**src/rtl/pport_pkg.sv**
```systemverilog
// Package: shared constants for the parallel port data register.
// Assumes a one-bit register address: data at 0, control at 1.
package pport_pkg;
    localparam int unsigned DATA_W        = 8;
    localparam int unsigned SYNC_STAGES   = 2;
    localparam logic        REG_DATA      = 1'b0;
    localparam logic        REG_CTRL      = 1'b1;
    localparam int unsigned CTRL_DIR_BIT  = 0;
    localparam int unsigned CTRL_FLAG_BIT = 1;
endpackage

```
**src/rtl/pport_sync.sv**
```systemverilog
// Module: multi-stage synchroniser for the pin inputs.
// Provides the synchronised value and a change indicator. The indicator
// means "the output will change at the next edge".
// Assumes STAGES >= 2; synchronous active-low reset clears every stage.
module pport_sync #(
    parameter int unsigned W      = 8,
    parameter int unsigned STAGES = 2
) (
    input  logic         clk,
    input  logic         rst_n,
    input  logic [W-1:0] din,
    output logic [W-1:0] dout,
    output logic         change
);
    logic [W-1:0] stg [STAGES];

    // Shift the pin levels through the synchroniser chain.
    always_ff @(posedge clk) begin
        if (!rst_n) begin
            for (int i = 0; i < STAGES; i++) stg[i] <= '0;
        end else begin
            stg[0] <= din;
            for (int i = 1; i < STAGES; i++) stg[i] <= stg[i-1];
        end
    end

    // The output stage differs from its feeder: it changes next edge.
    always_comb begin
        dout   = stg[STAGES-1];
        change = (stg[STAGES-1] != stg[STAGES-2]);
    end
endmodule

```
**src/rtl/pport_ctrl.sv**
```systemverilog
// Module: direction bit and receive-change status flag.
// The flag sets only in extended mode with the direction set to input.
// A data read clears it, and set wins over clear.
// Assumes mode_ext is static between resets.
module pport_ctrl (
    input  logic clk,
    input  logic rst_n,
    input  logic mode_ext,
    input  logic wr_ctrl,
    input  logic wdir,
    input  logic rd_data,
    input  logic pin_change,
    output logic dir_q,
    output logic flag_q
);
    // Direction bit: written through the control register.
    always_ff @(posedge clk) begin
        if (!rst_n)       dir_q <= 1'b0;
        else if (wr_ctrl) dir_q <= wdir;
    end

    // Status flag: set on a sampled pin change in input mode, clear on data read.
    always_ff @(posedge clk) begin
        if (!rst_n)                                flag_q <= 1'b0;
        else if (mode_ext && dir_q && pin_change)  flag_q <= 1'b1;
        else if (rd_data)                          flag_q <= 1'b0;
    end
endmodule

```
**src/rtl/pport_data_reg.sv**
```systemverilog
// Module: data register of an 8-bit parallel port with legacy and extended modes.
// Holds the output latch, drives the pin enable from mode and direction,
// and selects the readback source.
// Assumes single-cycle bus strobes and a static mode input.
module pport_data_reg
    import pport_pkg::*;
#(
    parameter int unsigned DW     = DATA_W,
    parameter int unsigned STAGES = SYNC_STAGES
) (
    input  logic          clk,
    input  logic          rst_n,
    input  logic          mode_ext,
    input  logic          bus_addr,
    input  logic          bus_wr,
    input  logic          bus_rd,
    input  logic [DW-1:0] bus_wdata,
    output logic [DW-1:0] bus_rdata,
    input  logic [DW-1:0] pin_in,
    output logic [DW-1:0] pin_out,
    output logic          pin_oe
);
    localparam int unsigned PAD_W = DW - 2;

    logic [DW-1:0] latch_q;
    logic [DW-1:0] pin_sync;
    logic          pin_change;
    logic          dir_q;
    logic          flag_q;
    logic          wr_data, wr_ctrl, rd_data, recv;

    // Decode the bus strobes per register.
    always_comb begin
        wr_data = bus_wr && (bus_addr == REG_DATA);
        wr_ctrl = bus_wr && (bus_addr == REG_CTRL);
        rd_data = bus_rd && (bus_addr == REG_DATA);
        recv    = mode_ext && dir_q;
    end

    // Output latch: every data write lands here, in any mode or direction.
    always_ff @(posedge clk) begin
        if (!rst_n)       latch_q <= '0;
        else if (wr_data) latch_q <= bus_wdata;
    end

    pport_sync #(.W(DW), .STAGES(STAGES)) u_sync (
        .clk    (clk),
        .rst_n  (rst_n),
        .din    (pin_in),
        .dout   (pin_sync),
        .change (pin_change)
    );

    pport_ctrl u_ctrl (
        .clk        (clk),
        .rst_n      (rst_n),
        .mode_ext   (mode_ext),
        .wr_ctrl    (wr_ctrl),
        .wdir       (bus_wdata[CTRL_DIR_BIT]),
        .rd_data    (rd_data),
        .pin_change (pin_change),
        .dir_q      (dir_q),
        .flag_q     (flag_q)
    );

    // Pin drive: the latch always feeds the pins; enable drops only when receiving.
    always_comb begin
        pin_out = latch_q;
        pin_oe  = !recv;
    end

    // Readback select: control word, or latch versus synchronised pins.
    always_comb begin
        if (bus_addr == REG_CTRL) begin
            bus_rdata = {{PAD_W{1'b0}}, flag_q, dir_q};
        end else if (recv) begin
            bus_rdata = pin_sync;
        end else begin
            bus_rdata = latch_q;
        end
    end
endmodule

```
**config.mk**
```make
export PLATFORM = sky130hd
export DESIGN_NAME = pport_data_reg
export DESIGN_NICKNAME = d
export VERILOG_FILES = /design/src/rtl/pport_pkg.sv /design/src/rtl/pport_sync.sv /design/src/rtl/pport_ctrl.sv /design/src/rtl/pport_data_reg.sv
export SDC_FILE = /design/constraint.sdc
export NUM_CORES = 1
export LEC_CHECK = 0
export BUFFER_PORTS_ARGS = -buffer_cell sky130_fd_sc_hd__buf_2
export CORE_MARGIN = 8
export CORE_UTILIZATION = 48
export DETAILED_ROUTE_END_ITERATION = 10
export PLACE_DENSITY = 0.89
export SKIP_CTS_REPAIR_TIMING = 1
export SYNTH_ARGS = -nofsm -noshare
export SYNTH_HDL_FRONTEND = slang
export SYNTH_SLANG_ARGS = --single-unit
```
**constraint.sdc**
```tcl
create_clock -name clk -period 1.4 [get_ports clk]
set_input_delay 0.07 -clock clk [delete_from_list [all_inputs] [get_ports clk]]
set_output_delay 0.07 -clock clk [all_outputs]
set_load 0.01 [all_outputs]
```
==> results.toml <==
[cts]
cts.sinks = 26
clock_latency_ns = 0.31
cts_root_buf = "clkbuf_4"
cts-htree-levels = 1
path_clk_slew_ns = 0.13
tritoncts = "yes"
numCtsBuffers = 3
clockBufferDepth = 2

[drt]
first_pass_iters = 4
drt-initial-drc-count = 21
vias = 837
vias_per_cell = 4.55
antenna_left = 0
drc_errors = 0
wl_per_cell_microns = 12.3
drt-total-wl_mm = 2.26

[worst_setup_path]
worstPathMaxFanout = 8
critPathBufInv = 2
crit_path_end_kind = "primary output"
path_class = "reg -> out"
cp_slowest_stage_delay_ns = 0.35
rr_worst_depth = 4
path_cells = "and2_4 > inv_6 > nand2_1 > a21oi_2 > buf_2"
worstPathRequired_ns = 1.33
cpLargestDelayFamily = "flip-flops"
worstPathArrival_ns = 1.29
start_kind = "flop"
slowest_stage = "dfxtp_2"
cp.depth = 5
r2r_setup_slack_ns = 0.42

[floorplan]
die_x_microns = 62.7
boundaryPins = 39
die_area_sq_um = 3930
initial_core_util_pct = 49.2
num_rows = 17
coreArea_sq_um = 2130
die_y_microns = 62.7

[sta]
slew_violations = 0
max_freq_mhz = 736
timing.setup.tns_ns = 0
fin_crit_sh_pct = 97.1
final.min_clock_period_ns = 1.36
worst_slew_pin_slew_ns = 0.525
rsz0062_at_grt = "yes"
fin_skew_ns = 0.00480
hold_viol = 0
setup_violations = 0
maxSlewHeadroom_pct = 64.8

[global_routing]
antenna_found_initial = 0
grt_use_total_pct = 11.1
grt_pass1_wl_mm = 3.54
grt_max_degree = 28
globalRoute.totalOverflow = 0
grt_pass1_vias = 837

[synth]
syn_area_sq_um = 1050
syn_inst = 109
seq_area_frac_synth_pct = 49.7
synth_area_per_cell_sq_um = 9.61
synth_top_area_share_pct = 49.7
yosysUniqueCellTypes = 21
synth_nets = 131
yosys.area.top_type = "dfxtp_1"
ys_warn_count = 0
synth_area_leaders = "dfxtp_1, and2_1, mux2i_1"
ys_ff_latch = 26

[cells_and_area]
area_growth_pct = 34.4
n_antenna_cell = 0
fin_area_sq_um = 1410
drive_above_1_share_pct = 32.7
final_nets = 179

[place]
placed_cell_area_sq_um = 1240
place_hpwl_mm = 1.72
finalWeightedCongestion = 0.792
portBuffers = 38

[outcome]
status = "finished, final reports clean"

[power]
finalPower_mw = 1.48
leakage_nw = 0.606
power_switching_uw = 308
internal-power_mw = 1.17
pwr-share-clk_pct = 33.5
p_sw_share_pct = 20.9
ir_worst_vdd_uv = 883
power_density_nw_per_um2 = 1050
seqPwrFrac_pct = 54.2
power_frac_comb_pct = 12.3

[min_path]
hold_class = "in -> reg"
hold_path_depth = 3

[flow_run]
drv_cap = 0
==> cell families (layout without fill, tap and decap cells) <==
kind of cell | Yosys count | after routing | synth area share [%]
buf+inv | 7 | 53 | 4.30
xor+xnor | 8 | 8 | 6.69
simple gates | 47 | 48 | 24.3
compound gates | 12 | 12 | 6.45
mux | 9 | 9 | 8.60
flops | 26 | 26 | 49.7
==> cell usage after synthesis <==
cell and instances:
buf_2 1, nand2b_1 1, nand2_1 16, inv_1 1
inv_4 1, buf_6 2, mux2i_1 9, a21oi_1 7
and2_1 17, nor2b_1 8, nand3_1 1, clkbuf_1 2
nand4_1 2, nor2b_2 1, o21ai_1 1, o21ai_0 1
a21boi_0 1, dfxtp_1 26, nor3_1 1, o211ai_1 2
xnor2_1 8
==> final cells by class <==
cell class / count / area (sq um)
clock buffers: 3 / 22.5
fillers: 177 / 719
repair buffers: 47 / 280
flip-flops and latches: 26 / 522
multi-input cells: 77 / 505
well taps: 28 / 35.0
inverters: 2 / 12.5
clock inverters: 1 / 30.0
==> worst min-delay path, cell delays in order <==
cell	delay, ns
buf_2	0.11
nand3_1	0.06
a21boi_0	0.07
==> metrics by stage <==
step           setup slack (ns)  utilization (%)  cells  hold WS (ns)
2_1_floorplan             0.401                -    109         0.197
3_3_place_gp              0.242             58.2    170         0.279
3_5_place_dp              0.213             58.2    170         0.278
4_1_cts                  -0.163             60.6    174       -0.0639
5_1_grt                 -0.0447             66.2    184       0.00970
6_report                 0.0408             66.2    184        0.0140
==> power by group through the flow <==
| stage | Combinational (mW) | Clock [mW] | Sequential [mW] |
|---|---|---|---|
| after CTS | 0.160 | 0.508 | 0.799 |
| after detailed placement | 0.159 | 0 | 0.816 |
| after global placement | 0.155 | 0 | 0.813 |
| final | 0.182 | 0.494 | 0.800 |
| after global routing | 0.200 | 0.538 | 0.805 |
| after floorplan | 0.0960 | 0 | 0.816 |
==> flip-flops by register name, summed over array words and instances (netlist names) <==
signal         cells
pin_out            8
u_ctrl.dir_q       1
u_ctrl.flag_q      1
u_sync.stg        16
==> routing by layer <==
layer | track usage (%) | wire, microns
met1 | 11.1 | 952
met2 | 18.8 | 1090
met3 | 5.02 | 173
met4 | 5.98 | 40
met5 | 0 | 0
==> final timing paths <==
kind	start	end
worst max-delay path	u_ctrl.dir_q$_SDFFE_PN0P_	bus_rdata[3]
worst min-delay path	bus_wdata[0]	u_ctrl.dir_q$_SDFFE_PN0P_
worst max register to register	u_sync.stg[0][10]$_SDFF_PN0_	u_ctrl.flag_q$_SDFFE_PN0P_
worst min register to register	u_ctrl.dir_q$_SDFFE_PN0P_	u_ctrl.dir_q$_SDFFE_PN0P_
==> layout by cell type (no fill, tap or decap), drive strengths merged <==
master / instances
nor3: 1
o211ai: 2
nor2b: 9
dlygate4sd3: 9
nand4: 2
a21boi: 1
mux2i: 9
dfxtp: 26
clkbuf: 3
nand2b: 1
xnor2: 8
and2: 18
buf: 38
bufinv: 1
o21ai: 2
nand2: 16
nand3: 1
a21oi: 7
inv: 2
(Power assumes the default switching activity.)
